===== config.mk =====
export PLATFORM = sky130hd
export DESIGN_NAME = lift_pair_dispatch
export DESIGN_NICKNAME = d
export VERILOG_FILES = /design/src/rtl/lift_pair_pkg.sv /design/src/rtl/hall_call_latch.sv /design/src/rtl/car_tracker.sv /design/src/rtl/dispatch_arbiter.sv /design/src/rtl/lift_pair_dispatch.sv
export SDC_FILE = /design/constraint.sdc
export NUM_CORES = 1
export LEC_CHECK = 0
export ABC_AREA = 1
export ABC_CLOCK_PERIOD_IN_PS = 1900
export BUFFER_PORTS_ARGS = -buffer_cell sky130_fd_sc_hd__buf_4
export CELL_PAD_IN_SITES_DETAIL_PLACEMENT = 1
export CELL_PAD_IN_SITES_GLOBAL_PLACEMENT = 1
export CORE_MARGIN = 2
export CORE_UTILIZATION = 41
export CTS_BUF_LIST = sky130_fd_sc_hd__clkbuf_4 sky130_fd_sc_hd__clkbuf_8
export DETAILED_ROUTE_END_ITERATION = 8
export GPL_TIMING_DRIVEN = 1
export PLACE_DENSITY = 0.87
export SYNTH_ARGS = -nofsm -noshare
export SYNTH_HDL_FRONTEND = slang
export SYNTH_SLANG_ARGS = --single-unit

===== constraint.sdc =====
create_clock -name clk -period 1.9 [get_ports clk]
set_clock_uncertainty 0.2 [all_clocks]
set_input_delay 0.095 -clock clk [delete_from_list [all_inputs] [get_ports clk]]
set_output_delay 0.095 -clock clk [all_outputs]
set_load 0.02 [all_outputs]

===== src/rtl/lift_pair_pkg.sv =====
package lift_pair_pkg;
  localparam int NCARS   = 2;
  localparam int NFLOORS = 2;
  localparam int CAR_A   = 0;
  localparam int CAR_B   = 1;
  localparam logic FLR_GND = 1'b0;
  localparam logic FLR_FST = 1'b1;

  typedef struct packed {
    logic go_gnd;
    logic go_fst;
    logic open;
  } car_cmd_t;

  typedef enum logic [1:0] {
    HM_SEND = 2'd0,
    HM_WAIT = 2'd1,
    HM_DONE = 2'd2
  } home_state_t;
endpackage


===== src/rtl/hall_call_latch.sv =====
module hall_call_latch
  import lift_pair_pkg::*;
#(
  parameter int N = NFLOORS
) (
  input  logic         clk,
  input  logic         rst_n,
  input  logic [N-1:0] btn,
  input  logic [N-1:0] clr,
  output logic [N-1:0] pend
);
  logic [N-1:0] btn_prev;

  for (genvar f = 0; f < N; f++) begin : g_floor
    logic rise;
    assign rise = btn[f] & ~btn_prev[f];

    always_ff @(posedge clk) begin
      if (!rst_n) begin
        btn_prev[f] <= 1'b0;
        pend[f]     <= 1'b0;
      end else begin
        btn_prev[f] <= btn[f];
        if (rise)        pend[f] <= 1'b1;
        else if (clr[f]) pend[f] <= 1'b0;
      end
    end

    AST_PEND_HELD: assert property (@(posedge clk) disable iff (!rst_n)
      (pend[f] && !clr[f]) |=> pend[f]);
  end
endmodule


===== src/rtl/car_tracker.sv =====
module car_tracker
  import lift_pair_pkg::*;
(
  input  logic     clk,
  input  logic     rst_n,
  input  logic     at_fst,
  input  logic     moving,
  input  logic     door_open,
  input  car_cmd_t cmd_now,
  output car_cmd_t home_cmd,
  output logic     homed,
  output logic     avail
);
  home_state_t st;
  logic        busy_pulse;
  logic        parked_gnd;

  assign busy_pulse = |cmd_now;
  assign parked_gnd = !moving && (at_fst == FLR_GND) && !door_open;
  assign homed      = (st == HM_DONE);
  assign avail      = homed && !moving && !door_open && !busy_pulse;

  always_ff @(posedge clk) begin
    if (!rst_n) begin
      st       <= HM_SEND;
      home_cmd <= '0;
    end else begin
      home_cmd <= '0;
      case (st)
        HM_SEND: begin
          home_cmd.go_gnd <= 1'b1;
          st              <= HM_WAIT;
        end
        HM_WAIT: begin
          if (!busy_pulse && parked_gnd) begin
            home_cmd.open <= 1'b1;
            st            <= HM_DONE;
          end
        end
        default: st <= HM_DONE;
      endcase
    end
  end

  AST_HOME_OPEN_AT_GND: assert property (@(posedge clk) disable iff (!rst_n)
    home_cmd.open |-> $past(!moving && at_fst == FLR_GND));
  AST_HOME_ONCE: assert property (@(posedge clk) disable iff (!rst_n)
    homed |=> !home_cmd.go_gnd);
endmodule


===== src/rtl/dispatch_arbiter.sv =====
module dispatch_arbiter
  import lift_pair_pkg::*;
(
  input  logic               clk,
  input  logic               rst_n,
  input  logic [NFLOORS-1:0] pend,
  input  logic               at_fst    [NCARS],
  input  logic               moving    [NCARS],
  input  logic               door_open [NCARS],
  input  logic               avail     [NCARS],
  input  car_cmd_t           cmd_now   [NCARS],
  output logic [NFLOORS-1:0] clr,
  output car_cmd_t           cmd_q     [NCARS]
);
  car_cmd_t nxt [NCARS];

  always_comb begin : arb_c
    logic [NCARS-1:0] taken;
    logic heading;
    logic serving;
    logic fl;
    logic ok_h;
    logic ok_o;
    int   h;
    int   o;
    taken = '0;
    clr   = '0;
    for (int c = 0; c < NCARS; c++) nxt[c] = '0;
    for (int f = 0; f < NFLOORS; f++) begin
      fl      = 1'(f);
      h       = (fl == FLR_GND) ? CAR_A : CAR_B;
      o       = (fl == FLR_GND) ? CAR_B : CAR_A;
      heading = 1'b0;
      serving = 1'b0;
      for (int c = 0; c < NCARS; c++) begin
        heading = heading || (moving[c] && at_fst[c] != fl)
                          || ((fl == FLR_GND) ? cmd_now[c].go_gnd : cmd_now[c].go_fst);
        serving = serving || (!moving[c] && at_fst[c] == fl
                              && (door_open[c] || cmd_now[c].open));
      end
      ok_h = avail[h] && !taken[h];
      ok_o = avail[o] && !taken[o];
      if (pend[f]) begin
        if (serving) begin
          clr[f] = 1'b1;
        end else if (heading) begin
          clr[f] = 1'b0;
        end else if (ok_h && at_fst[h] == fl) begin
          nxt[h].open = 1'b1;
          taken[h]    = 1'b1;
          clr[f]      = 1'b1;
        end else if (ok_o && at_fst[o] == fl) begin
          nxt[o].open = 1'b1;
          taken[o]    = 1'b1;
          clr[f]      = 1'b1;
        end else if (ok_h) begin
          if (fl == FLR_GND) nxt[h].go_gnd = 1'b1;
          else               nxt[h].go_fst = 1'b1;
          taken[h] = 1'b1;
        end else if (ok_o) begin
          if (fl == FLR_GND) nxt[o].go_gnd = 1'b1;
          else               nxt[o].go_fst = 1'b1;
          taken[o] = 1'b1;
        end
      end
    end
  end

  for (genvar c = 0; c < NCARS; c++) begin : g_car
    always_ff @(posedge clk) begin
      if (!rst_n) cmd_q[c] <= '0;
      else        cmd_q[c] <= nxt[c];
    end

    AST_DISPATCH_ONLY_FREE: assert property (@(posedge clk) disable iff (!rst_n)
      (|cmd_q[c]) |-> $past(!moving[c] && !door_open[c]));
    AST_ONE_CMD_PER_CAR: assert property (@(posedge clk) disable iff (!rst_n)
      $onehot0(cmd_q[c]));
  end
endmodule


===== src/rtl/lift_pair_dispatch.sv =====
module lift_pair_dispatch
  import lift_pair_pkg::*;
(
  input  logic clk,
  input  logic rst_n,
  input  logic hall_gnd,
  input  logic hall_fst,
  input  logic a_at_fst,
  input  logic a_moving,
  input  logic a_door_open,
  input  logic b_at_fst,
  input  logic b_moving,
  input  logic b_door_open,
  output logic a_go_gnd,
  output logic a_go_fst,
  output logic a_open,
  output logic b_go_gnd,
  output logic b_go_fst,
  output logic b_open
);
  logic               flr   [NCARS];
  logic               mov   [NCARS];
  logic               door  [NCARS];
  logic               avail [NCARS];
  logic               homed [NCARS];
  car_cmd_t           home_cmd [NCARS];
  car_cmd_t           arb_cmd  [NCARS];
  car_cmd_t           cmd_out  [NCARS];
  logic [NFLOORS-1:0] pend;
  logic [NFLOORS-1:0] clr;

  assign flr[CAR_A]  = a_at_fst;
  assign flr[CAR_B]  = b_at_fst;
  assign mov[CAR_A]  = a_moving;
  assign mov[CAR_B]  = b_moving;
  assign door[CAR_A] = a_door_open;
  assign door[CAR_B] = b_door_open;

  hall_call_latch #(.N(NFLOORS)) u_calls (
    .clk   (clk),
    .rst_n (rst_n),
    .btn   ({hall_fst, hall_gnd}),
    .clr   (clr),
    .pend  (pend)
  );

  for (genvar c = 0; c < NCARS; c++) begin : g_trk
    car_tracker u_trk (
      .clk       (clk),
      .rst_n     (rst_n),
      .at_fst    (flr[c]),
      .moving    (mov[c]),
      .door_open (door[c]),
      .cmd_now   (cmd_out[c]),
      .home_cmd  (home_cmd[c]),
      .homed     (homed[c]),
      .avail     (avail[c])
    );
    assign cmd_out[c] = home_cmd[c] | arb_cmd[c];

    AST_ARB_AFTER_HOME: assert property (@(posedge clk) disable iff (!rst_n)
      (|arb_cmd[c]) |-> homed[c]);
  end

  dispatch_arbiter u_arb (
    .clk       (clk),
    .rst_n     (rst_n),
    .pend      (pend),
    .at_fst    (flr),
    .moving    (mov),
    .door_open (door),
    .avail     (avail),
    .cmd_now   (cmd_out),
    .clr       (clr),
    .cmd_q     (arb_cmd)
  );

  assign a_go_gnd = cmd_out[CAR_A].go_gnd;
  assign a_go_fst = cmd_out[CAR_A].go_fst;
  assign a_open   = cmd_out[CAR_A].open;
  assign b_go_gnd = cmd_out[CAR_B].go_gnd;
  assign b_go_fst = cmd_out[CAR_B].go_fst;
  assign b_open   = cmd_out[CAR_B].open;

  AST_PULSE_A: assert property (@(posedge clk) disable iff (!rst_n)
    (a_go_gnd || a_go_fst || a_open) |=> !(a_go_gnd || a_go_fst || a_open));
  AST_PULSE_B: assert property (@(posedge clk) disable iff (!rst_n)
    (b_go_gnd || b_go_fst || b_open) |=> !(b_go_gnd || b_go_fst || b_open));
  AST_ONEHOT_A: assert property (@(posedge clk) disable iff (!rst_n)
    $onehot0({a_go_gnd, a_go_fst, a_open}));
  AST_ONEHOT_B: assert property (@(posedge clk) disable iff (!rst_n)
    $onehot0({b_go_gnd, b_go_fst, b_open}));
endmodule


# After elaboration in Yosys (flattened, before gate mapping)
# Index checks and enable logic that the tools add are counted.
[word_totals]
ff_bits = 18
ramBits = 0
mem_count = 0
in_bits = 10
romBits = 0
out_inout_bits = 6
word_cells = 146
latchBits = 0
[op_classes]
addsub = 0
multipliers = 0
n_div = 0
shift = 0
n_bitwise = 10
reduce_logical = 56
n_lt_le_gt_ge = 0
eq_ne = 6
muxes = 58
[op_table]
columns = ["operator", "count"]
rows = [
  ["$mux 1", 36],
  ["$mux 2", 16],
  ["$logic_and 1x1->1", 28],
  ["$mux 5", 3],
  ["$logic_or 1x1->1", 10],
  ["$logic_not 1->1", 8],
  ["$pmux 2 s2", 2],
  ["$reduce_or 7->1", 1],
  ["$not 1->1", 6],
  ["$or 3x3->3", 2],
  ["$reduce_or 3->1", 2],
  ["$reduce_or 6->1", 1],
  ["$eq 2x1->1 const B", 2],
  ["$eq 2x2->1 const B", 2],
  ["$logic_not 2->1", 2],
  ["$ne 2x1->1 const B", 2],
  ["$reduce_and 2->1", 2],
  ["$reduce_bool 2->1", 2],
  ["$mux 3", 1],
  ["$and 1x1->1", 2],
]

# Longest topological paths before layout
[logic_depth]
ltp_word = 21
ltp_mapped = 12
depth_no_buf = 12

# Hierarchy
# A second synthesis with hierarchy kept.
[hier_totals]
hier_cells = 165
area_unflattened_um2 = 1006.0
[modules_own_cells]
columns = ["module", "seq_area_each_um2", "cells_per_inst", "area_each_um2", "n_inst"]
rows = [
  ["dispatch_arbiter", 120.1, 73, 427.9, 1],
  ["car_tracker", 80.1, 28, 186.4, 2],
  ["hall_call_latch", 80.1, 18, 137.6, 1],
  ["lift_pair_dispatch", 0.0, 18, 67.6, 1],
]

# Worst setup path before layout
# No wires, ideal clock.
[synth_timing]
path_kind = "register to register"
from = "reg u_arb.cmd_q[0] in the netlist's numbering"
to = "reg u_arb.cmd_q[0] in the netlist's numbering"
period_less_slack_ps = 1499
arrival_ps = 1165
required_time_ps = 1566
path_buffers = 0
setup_ps = 134
setup_slack_ps = 401
path_stages_with_launch = 11
path_cell_list = "dfxtp_1 -> nor2_2 -> nand2_1 -> nand2_2 -> nand3_4 -> nor2_8 -> nand3_2 -> nand3_1 -> inv_1 -> nand3_1 -> a21oi_1"
[synth_between]
elab_chain_len = 18
word_cells_on_any_way = 29
classes_between = "mux (16); bitwise (1); reduce/logical (12)"
[synth_lines]
columns = ["item", "line", "text"]
rows = [
  ["start, declared", "dispatch_arbiter.sv:13", "output car_cmd_t cmd_q [NCARS]"],
  ["start signal, assigned by index", "dispatch_arbiter.sv:72", "else cmd_q[c] <= nxt[c];"],
  ["$or 3x3->3 (*)", "lift_pair_dispatch.sv:59", "assign cmd_out[c] = home_cmd[c] | arb_cmd[c];"],
  ["$reduce_or 3->1", "car_tracker.sv:18", "assign busy_pulse = |cmd_now;"],
  ["$logic_not 1->1", "car_tracker.sv:21", "assign avail = homed && !moving && !door_open && !busy_pulse;"],
  ["$logic_and 1x1->1", "car_tracker.sv:21", ""],
  ["$mux 1", "dispatch_arbiter.sv:60", "end else if (ok_o) begin"],
  ["$mux 1", "dispatch_arbiter.sv:56", "end else if (ok_h) begin"],
  ["$mux 1", "dispatch_arbiter.sv:52", "end else if (ok_o && at_fst[o] == fl) begin"],
  ["$mux 1", "dispatch_arbiter.sv:48", "end else if (ok_h && at_fst[h] == fl) begin"],
  ["(+2 left out)", "-", ""],
  ["$mux 2", "dispatch_arbiter.sv:43", "if (pend[f]) begin"],
  ["$logic_not 1->1", "dispatch_arbiter.sv:41", "ok_h = avail[h] && !taken[h];"],
  ["$logic_and 1x1->1", "dispatch_arbiter.sv:41", ""],
  ["$logic_and 1x1->1", "dispatch_arbiter.sv:48", ""],
  ["$mux 1", "dispatch_arbiter.sv:48", ""],
  ["$mux 2", "dispatch_arbiter.sv:46", "end else if (heading) begin"],
  ["$mux 2", "dispatch_arbiter.sv:44", "if (serving) begin"],
  ["$mux 2 (*)", "dispatch_arbiter.sv:43", ""],
]
# Every way passes the cells marked *; elsewhere a longest branch is shown, timed or not.
# A chain may end at the register's enable or synchronous reset.

# Final worst setup path
[layout_timing]
from = "in b_door_open"
to = "reg u_arb.cmd_q[0] in the netlist's numbering"
[layout_between]
elab_chain_len = 17
word_cells_on_any_way = 28
classes_between = "mux (16); reduce/logical (12)"
[layout_lines]
columns = ["item", "line", "text"]
rows = [
  ["start, declared", "lift_pair_dispatch.sv:13", "input logic b_door_open,"],
  ["$logic_not 1->1", "car_tracker.sv:21", ""],
  ["$logic_and 1x1->1 (2 in series)", "car_tracker.sv:21", ""],
  ["$mux 1", "dispatch_arbiter.sv:60", ""],
  ["$mux 1", "dispatch_arbiter.sv:56", ""],
  ["$mux 1", "dispatch_arbiter.sv:52", ""],
  ["$mux 1", "dispatch_arbiter.sv:48", ""],
  ["$mux 2", "dispatch_arbiter.sv:46", ""],
  ["$mux 2", "dispatch_arbiter.sv:44", ""],
  ["$mux 2", "dispatch_arbiter.sv:43", ""],
  ["$logic_not 1->1", "dispatch_arbiter.sv:41", ""],
  ["$logic_and 1x1->1", "dispatch_arbiter.sv:41", ""],
  ["$logic_and 1x1->1", "dispatch_arbiter.sv:48", ""],
  ["$mux 1", "dispatch_arbiter.sv:48", ""],
  ["$mux 2", "dispatch_arbiter.sv:46", ""],
  ["$mux 2", "dispatch_arbiter.sv:44", ""],
  ["$mux 2 (*)", "dispatch_arbiter.sv:43", ""],
]
# Marked as above.

==> flow_summary_export.csv <==
group,metric,value,unit
status,status,"completed",
pwr,total_power,0.768,mW
synth,async_flop_share,0,
route,dr_wl_met3,123,microns
worst_hold_path,hold_path_class,"in -> reg",
synth,syn_inst,123,
placed_design,place_area,1090,sq um
synth,ys_warn_count,0,
cts,cts.path.max_buffers,2,
synth,syn_nets,133,
synth,synth.largest_area_cell,"dfxtp_1",
synth,ys_top_cells_by_area,"dfxtp_1 (38%), nand2_1 (8.3%), inv_1 (7.9%), nand3_2 (5.3%), nor2_1 (3.9%)",
critical_path,crit_start,"b_door_open",
finish,syn2layout_area_growth,29.2,%
floorplanning,die_w,52.2,microns
worst_hold_path,min_from,"b_moving",
floorplanning,core_area,2210,sq um
critical_path,cp-end-kind,"register",
critical_path,timing.rr.start,"u_arb.cmd_q[0]$_SDFF_PN0_",
floorplanning,dieArea,2720,sq um
route,drtIter0Drc,11,
route,dr_wl_met2,1260,microns
finish,diodes,0,
finish,fillers,283,
synth,syn_area,951,sq um
placed_design,dpl.hpwl,1880,microns
synth,synth_top_area_frac,0.379,
placed_design,dp_slack,0.178,ns
floorplanning,die_h,52.2,microns
synth,ys_types,25,
synth,synth_common_cells,"nand2_1 (21), inv_1 (20), dfxtp_1 (18)",
floorplanning,row_count,17,
cts,cts_root_buffer,"clkbuf_4",
timing,period_needed,1.81,ns
timing,finalSetupViolations,0,
floorplanning,io_pins,16,
critical_path,worstPathArrival,1.78,ns
placed_design,placed_cells,165,
cts,cts_buffers,3,
timing,min_period_over_period,0.954,
timing,maxSlewViolCount,0,
critical_path,rrSetupSlack,0.17,ns
finish,fin_cells,178,
timing,setup_slack,0.0879,ns
floorplanning,initial_core_util,0.430,
cts,clk_pin_slew,0.10,ns
critical_path,critPathRequiredTime,1.87,ns
timing,setup_tns,0,ns
cts,clock_latency,0.29,ns
critical_path,reg2reg_depth,10,
finish,nets,161,
route,vias,910,
finish,final_area,1230,sq um
timing,rsz0062_at_grt,"no",
grt,grt_start_max_net_pins,14,
route,wire_per_inst,13.7,microns
route,post-route-drc-count,0,
timing,tightest_slew,0.453,ns
pwr,p_leak,0.582,nW
synth,synth-edff-count,0,
timing,finalHoldViolCount,0,
synth,synth_ff_type,"dfxtp_1",
synth,yosysMostFrequentCell,"nand2_1",
grt,grt_use_total,0.207,
synth,yosysSeqAreaShare,0.379,
timing,relSlewSlack,0.698,
critical_path,worstPathMaxFanout,5,
pwr,vdd_drop_max,0.330,mV
pwr,power_density,625,nW/um^2
grt,globalRouteOverflowTotal,0,
route,drt_wl_total,2430,microns
grt,grt_pass1_wl,4130,microns
placed_design,gp_congestion,0.889,
critical_path,critPathLaunchType,"input port",
timing,max_freq,552,MHz
synth,synth-seq-cells,18,
worst_hold_path,hold_depth,4,
synth,syn_avg_cell_area,7.73,sq um
cts,cts_tree,"yes",
run,cap_violations,0,
route,highest_layer,"met4",
cts,post_cts_buffers,0,
critical_path,criticalPathCategory,"in -> reg",
route,drt-met1-wl,1000,microns
finish,drive_above_1_share,0.320,
route,first_pass_iters,4,
cts,cts_htree_levels,1,
route,ant_nets,0,
grt,antenna_found_initial,0,
grt,grt_pass1_vias,974,
cts,cts.sink_count,18,
placed_design,numPortBuffers,15,
route,vias_per_cell,5.11,
-- per-layer routing --
layer / GRT usage / up-vias
met2: 0.371 / 28
li1: - / 447
met3: 0.0287 / 7
met1: 0.242 / 428
met5: 0 / -
met4: 0.0897 / 0
-- cell type report --
class                   count  area (sq um)  area share
clock buffers               4          36.3      0.0295
inverters                  23          87.6      0.0713
multi-input cells          81           507       0.412
flip-flops and latches     18           360       0.293
well taps                  28          35.0      0.0285
repair buffers             24           203       0.165
-- registers in the layout, summed over array words and instances (netlist names) --
register,count
g_trk.u_trk.st,4
g_trk.u_trk.home_cmd,4
u_calls.btn_prev,2
u_arb.cmd_q,6
u_calls.pend,2
-- what timing repair did --
action	4_1_cts	5_1_grt
hold buffers	9	0
endpoints found under the hold margin	13	0
endpoints found under the setup margin	0	2
gates resized for setup	0	1
-- critical path, cell delays in order --
cell	delay, ns
dlygate4sd3_1	0.54
buf_4	0.13
inv_1	0.10
nand2_1	0.10
nand2_2	0.11
nand3_4	0.10
nor2_8	0.16
nand3_4	0.12
nand3_1	0.12
inv_1	0.07
nand3_1	0.07
a21oi_1	0.06
-- power breakdown --
group	switching (mW)	leakage, nW	internal, mW
sequential	0.00958	0.148	0.392
clock	0.115	0.0210	0.117
combinational	0.0782	0.413	0.0567
total	0.203	0.582	0.565
-- stage by stage --
step / hold WS, ns / util
6_report: 0.0203 / 0.555
5_1_grt: 0.0211 / 0.555
4_1_cts: 0.0125 / 0.552
3_5_place_dp: 0.0962 / 0.495
3_3_place_gp: 0.0949 / 0.495
2_1_floorplan: -0.000709 / -
-- cell families after synthesis --
kind of cell,synth area share
compound gates,0.0579
simple gates,0.467
buf+inv,0.0960
flops,0.379
-- path summary, 6_finish.rpt --
| kind | endpoint |
|---|---|
| hold reg to reg | u_calls.pend[0]$_SDFFE_PN0P_ |
| setup / recovery | u_arb.cmd_q[0]$_SDFF_PN0_ |
| setup reg to reg | u_arb.cmd_q[0]$_SDFF_PN0_ |
| hold / removal | g_trk[1].u_trk.home_cmd[0]$_SDFF_PN0_ |
-- cells in the final DEF, fill, tap and decap left out, types with 4 or more instances in the layout --
cell,count
nor3_1,4
nand2_1,21
inv_1,20
dfxtp_1,18
buf_4,15
nand3_2,4
a21oi_1,6
nand2_2,5
dlygate4sd3_1,9
nand3_1,7
nor2_1,10
nor2_2,5
No activity file was read; power rests on OpenSTA's default activity.
